<file path="config.mk">
export PLATFORM = sky130hd
export DESIGN_NAME = cap_gate
export DESIGN_NICKNAME = d
export VERILOG_FILES = /design/src/rtl/cap_gate_pkg.sv /design/src/rtl/cap_check.sv /design/src/rtl/cap_shadow.sv /design/src/rtl/cap_gate.sv
export SDC_FILE = /design/constraint.sdc
export NUM_CORES = 1
export LEC_CHECK = 0
export BUFFER_PORTS_ARGS = -buffer_cell sky130_fd_sc_hd__buf_4
export CAP_MARGIN = 20
export CORE_MARGIN = 4
export CORE_UTILIZATION = 45
export DETAILED_ROUTE_END_ITERATION = 8
export PLACE_DENSITY = 0.72
export SLEW_MARGIN = 15
export SYNTH_ARGS = -nofsm -noshare
export SYNTH_HDL_FRONTEND = slang
export SYNTH_SLANG_ARGS = --single-unit
</file>
<file path="constraint.sdc">
create_clock -name clk -period 5.6 [get_ports clk]
set_input_delay 1.4 -clock clk [delete_from_list [all_inputs] [get_ports clk]]
set_output_delay 1.4 -clock clk [all_outputs]
set_load 0.005 [all_outputs]
</file>
<file path="src/rtl/cap_gate_pkg.sv">
package cap_gate_pkg;
  localparam int PERM_W  = 6;
  localparam int OFF_W   = 24;
  localparam int VER_W   = 8;
  localparam int SEAL_W  = 16;
  localparam int LEN_W   = 16;
  localparam int OP_W    = 3;
  localparam int ADDR_W  = 32;
  localparam int BASE_LSB = PERM_W;
  localparam int LIM_LSB  = BASE_LSB + OFF_W;
  localparam int VER_LSB  = LIM_LSB + OFF_W;
  localparam int G_BIT    = VER_LSB + VER_W;
  localparam int SEAL_LSB = G_BIT + 1;
  localparam int TOK_W    = SEAL_LSB + SEAL_W;

  typedef enum logic [1:0] {SEG_MEM = 2'd0, SEG_DEV = 2'd1, SEG_REG = 2'd2} seg_e;
  typedef enum logic [2:0] {
    C_NONE = 3'd0, C_PERM = 3'd1, C_BOUND = 3'd2, C_VER = 3'd3, C_SEAL = 3'd4
  } cause_e;

  function automatic seg_e seg_of(input logic [7:0] top);
    if (top == 8'hFF)      return SEG_REG;
    else if (top == 8'hFE) return SEG_DEV;
    else                   return SEG_MEM;
  endfunction

  // true when the token grants the permission that op needs
  function automatic logic perm_has(input logic [PERM_W-1:0] perm, input logic [OP_W-1:0] op);
    logic r;
    r = 1'b0;
    for (int i = 0; i < PERM_W; i++)
      if (op == OP_W'(i)) r = perm[i];
    return r;
  endfunction

  // window [off, off+len-1] must lie inside [base, lim], with carry kept
  function automatic logic span_ok(input logic [OFF_W-1:0] off, input logic [LEN_W-1:0] len,
                                   input logic [OFF_W-1:0] base, input logic [OFF_W-1:0] lim);
    logic [OFF_W:0] last;
    last = {1'b0, off} + {{(OFF_W+1-LEN_W){1'b0}}, len} - (OFF_W+1)'(1);
    return (len != '0) && (off >= base) && !last[OFF_W] && (last[OFF_W-1:0] <= lim);
  endfunction
endpackage

</file>
<file path="src/rtl/cap_check.sv">
module cap_check
  import cap_gate_pkg::*;
(
  input  logic [ADDR_W-1:0] addr,
  input  logic [LEN_W-1:0]  len,
  input  logic [OP_W-1:0]   op,
  input  logic              elev,
  input  logic [TOK_W-1:0]  tok,
  input  logic [VER_W-1:0]  obj_ver,
  input  logic              seal_ok,
  output seg_e              seg,
  output cause_e            cause,
  output logic              perm_fail,
  output logic              bnd_fail,
  output logic              ver_fail,
  output logic              seal_fail,
  output logic [TOK_W-1:0]  tok_clr
);
  logic bypass;

  assign seg       = seg_of(addr[ADDR_W-1:ADDR_W-8]);
  assign bypass    = elev && (seg == SEG_REG);
  assign perm_fail = !bypass && !perm_has(tok[PERM_W-1:0], op);
  assign bnd_fail  = !span_ok(addr[OFF_W-1:0], len, tok[BASE_LSB +: OFF_W], tok[LIM_LSB +: OFF_W]);
  assign ver_fail  = tok[VER_LSB +: VER_W] != obj_ver;
  assign seal_fail = !seal_ok;

  always_comb begin
    if (perm_fail)      cause = C_PERM;
    else if (bnd_fail)  cause = C_BOUND;
    else if (ver_fail)  cause = C_VER;
    else if (seal_fail) cause = C_SEAL;
    else                cause = C_NONE;
  end

  always_comb begin
    tok_clr = tok;
    tok_clr[G_BIT] = 1'b0;
  end
endmodule

</file>
<file path="src/rtl/cap_shadow.sv">
module cap_shadow #(
  parameter int NTHR  = 4,
  parameter int TID_W = 2,
  parameter int W     = 8
) (
  input  logic             clk,
  input  logic             rst_n,
  input  logic             we,
  input  logic [TID_W-1:0] wtid,
  input  logic [W-1:0]     wdata,
  input  logic [TID_W-1:0] rtid,
  output logic [W-1:0]     rdata
);
  logic [W-1:0] slot [NTHR];

  for (genvar g = 0; g < NTHR; g++) begin : g_slot
    always_ff @(posedge clk or negedge rst_n) begin
      if (!rst_n)                              slot[g] <= '0;
      else if (we && (wtid == TID_W'(g)))      slot[g] <= wdata;
    end
  end

  assign rdata = (32'(rtid) < NTHR) ? slot[rtid] : '0;
endmodule

</file>
<file path="src/rtl/cap_gate.sv">
module cap_gate
  import cap_gate_pkg::*;
#(
  parameter  int NTHR  = 4,
  localparam int TID_W = (NTHR > 1) ? $clog2(NTHR) : 1
) (
  input  logic              clk,
  input  logic              rst_n,
  input  logic              req_valid,
  output logic              req_ready,
  input  logic [ADDR_W-1:0] req_addr,
  input  logic [LEN_W-1:0]  req_len,
  input  logic [OP_W-1:0]   req_op,
  input  logic              req_elev,
  input  logic [TOK_W-1:0]  req_tok,
  input  logic [VER_W-1:0]  req_obj_ver,
  input  logic              req_seal_ok,
  input  logic [TID_W-1:0]  req_tid,
  output logic              res_done,
  output logic              res_fault,
  output logic [2:0]        res_cause,
  input  logic              fault_ack,
  output logic [TOK_W-1:0]  grant_tok,
  output logic [1:0]        grant_seg,
  output logic              rf_we,
  input  logic [TID_W-1:0]  shd_tid,
  output logic [TOK_W-1:0]  shd_tok
);
  logic              busy, pend;
  logic [ADDR_W-1:0] q_addr;
  logic [LEN_W-1:0]  q_len;
  logic [OP_W-1:0]   q_op;
  logic              q_elev, q_seal;
  logic [TOK_W-1:0]  q_tok;
  logic [VER_W-1:0]  q_ver;
  logic [TID_W-1:0]  q_tid;

  seg_e             chk_seg;
  cause_e           chk_cause;
  logic             perm_fail, bnd_fail, ver_fail, seal_fail;
  logic [TOK_W-1:0] chk_tok;
  logic             accept, pass, shd_we;

  cap_check u_chk (
    .addr(q_addr), .len(q_len), .op(q_op), .elev(q_elev), .tok(q_tok),
    .obj_ver(q_ver), .seal_ok(q_seal), .seg(chk_seg), .cause(chk_cause),
    .perm_fail(perm_fail), .bnd_fail(bnd_fail), .ver_fail(ver_fail),
    .seal_fail(seal_fail), .tok_clr(chk_tok)
  );

  assign req_ready = !busy && !pend;
  assign accept    = req_valid && req_ready;
  assign pass      = busy && (chk_cause == C_NONE);
  assign shd_we    = pass;

  always_ff @(posedge clk or negedge rst_n) begin
    if (!rst_n) begin
      busy <= 1'b0; pend <= 1'b0;
      res_done <= 1'b0; res_fault <= 1'b0; rf_we <= 1'b0;
      res_cause <= C_NONE; grant_tok <= '0; grant_seg <= SEG_MEM;
      q_addr <= '0; q_len <= '0; q_op <= '0; q_elev <= 1'b0;
      q_tok <= '0; q_ver <= '0; q_seal <= 1'b0; q_tid <= '0;
    end else begin
      res_done  <= 1'b0;
      res_fault <= 1'b0;
      rf_we     <= 1'b0;
      if (busy) begin
        busy <= 1'b0;
        if (pass) begin
          res_done  <= 1'b1;
          rf_we     <= 1'b1;
          grant_tok <= chk_tok;
          grant_seg <= chk_seg;
        end else begin
          res_fault <= 1'b1;
          pend      <= 1'b1;
          res_cause <= chk_cause;
        end
      end else if (pend) begin
        if (fault_ack) begin
          pend      <= 1'b0;
          res_cause <= C_NONE;
        end
      end else if (accept) begin
        busy   <= 1'b1;
        q_addr <= req_addr; q_len <= req_len; q_op <= req_op; q_elev <= req_elev;
        q_tok  <= req_tok;  q_ver <= req_obj_ver; q_seal <= req_seal_ok; q_tid <= req_tid;
      end
    end
  end

  cap_shadow #(.NTHR(NTHR), .TID_W(TID_W), .W(TOK_W)) u_shadow (
    .clk(clk), .rst_n(rst_n), .we(shd_we), .wtid(q_tid), .wdata(chk_tok),
    .rtid(shd_tid), .rdata(shd_tok)
  );

  p_one_result_r9: assert property (@(posedge clk) disable iff (!rst_n)
    !(res_done && res_fault));
  p_result_after_accept_r9: assert property (@(posedge clk) disable iff (!rst_n)
    (res_done || res_fault) |-> $past(req_valid && req_ready, 2));
  p_cause_coded_r8: assert property (@(posedge clk) disable iff (!rst_n)
    res_fault |-> (res_cause inside {3'd1, 3'd2, 3'd3, 3'd4}));
  p_cause_held_r12: assert property (@(posedge clk) disable iff (!rst_n)
    (pend && !fault_ack) |=> ($stable(res_cause) && !req_ready));
  p_g_cleared_r10: assert property (@(posedge clk) disable iff (!rst_n)
    res_done |-> !grant_tok[G_BIT]);
  p_we_single_r10: assert property (@(posedge clk) disable iff (!rst_n)
    rf_we |=> !rf_we);
  p_elev_reg_only_r4: assert property (@(posedge clk) disable iff (!rst_n)
    (busy && chk_seg != SEG_REG && !perm_has(q_tok[PERM_W-1:0], q_op)) |=> res_fault);
endmodule

</file>
==> impl_metrics.toml <==
[worst_setup_path]
slowest_stage = "dfrtp_1"
cp.required_ns = 6.08
start_kind = "flip-flop"
cp.depth = 25
crit_family = "compound AO/OA/AOI/OAI gates"
critPathKind = "reg2reg"
cpMostUsedCell = "ha_1"
cp_max_fo = 17
endpoint_kind = "flip-flop"
cp.arrival_ns = 5.96
critical-path-max-stage-delay_ns = 0.36
r2r_cells = 25
cp_num_buf_inv = 7

[synth]
ys_ff_latch = 540
async_flop_share = 1.000
synth_top_area_cell = "dfrtp_1"
syn_inst = 1783
syn_avg_cell_area_um2 = 14.07
synth_cell_types = 61
synth_ff_type = "dfrtp_1"
synth_edf_count = 0
yosys_warnings = 0
netlist_top_cells_area = "dfrtp_1 54%, mux2_2 16%, mux4_2 7.1%"
seq_area_frac_synth = 0.5387
yosysTopAreaCellShare = 0.5387
mappedNetlistArea_mm2 = 0.02508

[flow_run]
drv_cap = 0

[finish]
area_growth_pct = 29.17
layout_commonest_cell = "dfrtp_1"
instances_no_fill = 3001
layout_common_cells = "540 x dfrtp_1, 380 x buf_4, 270 x mux2_2, 170 x mux2_4, 120 x inv_1"
drive_gt1_frac = 0.4976
fill_cells = 4260
design_area_mm2 = 0.03240
fin_util = 0.5881
num_antenna_cells = 0
final_nets = 2442

[worst_hold_path]
min_path_type = "reg2reg"
worstHoldPathCells = 1

[global_route]
grt_pass1_vias = 17392
grt_overflow = 0
grt_pass1_wl_mm = 100.8
grt_max_degree = 117
gr-usage-all-layers = 0.2157
antenna_found_initial = 3

[drt]
wl_met3_mm = 3.292
antenna_left = 0
vias = 16225
avgViaCountPerCell = 5.407
topRoutingLayerUsed = "met5"
dr.first_iter.drc_count = 1045
dr_wl_met2_mm = 32.44
avgRoutedWirePerCell_um = 22.76
drc = 0
wl_met1_mm = 29.74
firstDrtPassIters = 5
wirelength_mm = 68.29

[placed_design]
pre_cts_slack_ns = -0.4873
gp_congestion = 0.8706
dpl.hpwl_mm = 44.90
portBuffers = 311
dp_cells = 2862
dpl-instance-area_mm2 = 0.02912

[power_and_ir_drop]
ir_drop_v = 0.0003994
powerDensity_mw_per_mm2 = 483.6
p_leak_nw = 15.81

[cts]
cts_max_level = 2
root_buffer = "clkbuf_16"
cts_sinks = 540
clkTransAtPathRegs_ns = 0.06
clockBufferDepth = 3
insertion_delay_ns = 0.61
cts_tree = "built"
cts_hold_buf = 0
cts_buffers = 57

[timing]
fin_ws_ns = 0.1199
fin_crit_ns = 5.480
fin_tns_setup_ns = 0
max_freq_ghz = 0.1825
slew_violations = 0
finalCritPeriodShare = 0.9786
grt_setup_unrepaired = "yes"
setup_viol_count_final = 0
finalHoldViolations = 0
relSlewSlack = 0.3910
skew_ns = 0.02122
tightestPinTransition_ns = 0.9134

[floorplan]
num_io_pins = 315
core_area_mm2 = 0.05509
initial_utilization = 0.4553
fp-row-count = 86
die-height_um = 244.1
dieArea_mm2 = 0.05958
die_width_um = 244.1

[run_status]
status = "finished clean"
repair_timing:
item / 4_1_cts / 5_1_grt
setup endpoints to repair: 393 / 395
gates cloned: 2 / 16
buffers inserted: 8 / 12
gates resized for setup: 33 / 125
pin swaps: 23 / 32
state kept, by name, indices dropped and copies added, names as in the netlist:
name	cells
busy	1
grant_seg	2
grant_tok	78
pend	1
q_addr	32
q_elev	1
q_len	16
q_op	3
q_seal	1
q_tid	2
q_tok	78
q_ver	8
res_cause	3
res_fault	1
rf_we	1
u_shadow.slot	312
where the power goes:
group	switching [mW]	internal (mW)	total [mW]
clock network	1.63	2.42	4.05
logic	3.53	2.96	6.49
registers	0.703	4.42	5.13
total	5.87	9.80	15.7
worst register-to-register path, cell delays in order (launching register included):
cell and delay (ns):
dfrtp_1 0.36, inv_2 0.08, ha_1 0.28, inv_1 0.06
buf_4 0.13, ha_1 0.27, a21o_2 0.20, and4_4 0.20
or2_4 0.25, a311oi_2 0.27, o21bai_1 0.11, nand3_1 0.11
a31oi_1 0.11, xor2_1 0.31, ha_1 0.32, nand4_1 0.12
nor3_1 0.07, a221o_1 0.35, a2111oi_4 0.26, o21ai_4 0.16
buf_12 0.16, a2111oi_4 0.26, buf_4 0.20, buf_12 0.17
buf_16 0.19, mux2_2 0.36
layer usage:
metal | global-route usage | vias up
li1 | - | 7242
met1 | 0.2902 | 8420
met2 | 0.3522 | 416
met3 | 0.03936 | 141
met4 | 0.08152 | 6
met5 | 0 | -
synth_stat cells (4+ instances only):
library cell  count
a2111oi_0         5
a2111oi_4         5
a211oi_1          5
a21o_1           12
a21oi_1          39
and4_1            4
buf_1            14
buf_2            20
buf_4            15
buf_6             9
clkbuf_1         30
dfrtp_1         540
ha_1             87
inv_1           124
mux2_1            6
mux2_2          361
mux2_4           79
mux4_2           79
nand2_1         110
nand3_1          11
nand4_1          10
nor2_1           14
nor3_1            4
nor4_1            9
o21ai_0         104
o21bai_1          6
xnor2_1          10
xor2_1           18
layout make-up:
type | count | area (µm²) | share of cell area
clock inverter | 34 | 412.9 | 0.01274
inverter | 124 | 467.9 | 0.01444
sequential | 540 | 13510 | 0.4171
timing repair buffer | 451 | 4282 | 0.1321
clock buffer | 72 | 1615 | 0.04986
multi-input combinational | 1032 | 11170 | 0.3449
tap | 748 | 935.9 | 0.02889
stage by stage:
stage,power [mW],hold slack [ns]
2_1_floorplan,8.704,0.4524
3_3_place_gp,10.68,0.4630
3_5_place_dp,10.92,0.4717
4_1_cts,15.22,0.4867
5_1_grt,16.65,0.5094
6_report,15.67,0.4798
path summary, 6_finish.rpt:
kind                                                start                             end  slack, ns
min in group asynchronous                           rst_n       grant_tok[70]$_DFFE_PN0P_       0.87
max                                 q_addr[2]$_DFFE_PN0P_   u_shadow.slot[94]$_DFFE_PN0P_       0.12
min                        u_shadow.slot[155]$_DFFE_PN0P_  u_shadow.slot[155]$_DFFE_PN0P_       0.48
max reg2reg                         q_addr[2]$_DFFE_PN0P_   u_shadow.slot[94]$_DFFE_PN0P_       0.12
min reg2reg                u_shadow.slot[155]$_DFFE_PN0P_  u_shadow.slot[155]$_DFFE_PN0P_       0.48
max in group asynchronous                           rst_n   u_shadow.slot[98]$_DFFE_PN0P_       3.50
kinds of logic after synthesis:
group / share of synthesized area
adder cells (fa/ha/maj): 0.04420
flip-flops: 0.5387
buffers and inverters: 0.03766
AO/OA/AOI/OAI: 0.05223
XOR/XNOR: 0.009777
AND/OR/NAND/NOR: 0.03387
multiplexers: 0.2834
other: 0.0001495
Power figures use the tool's default switching activity.
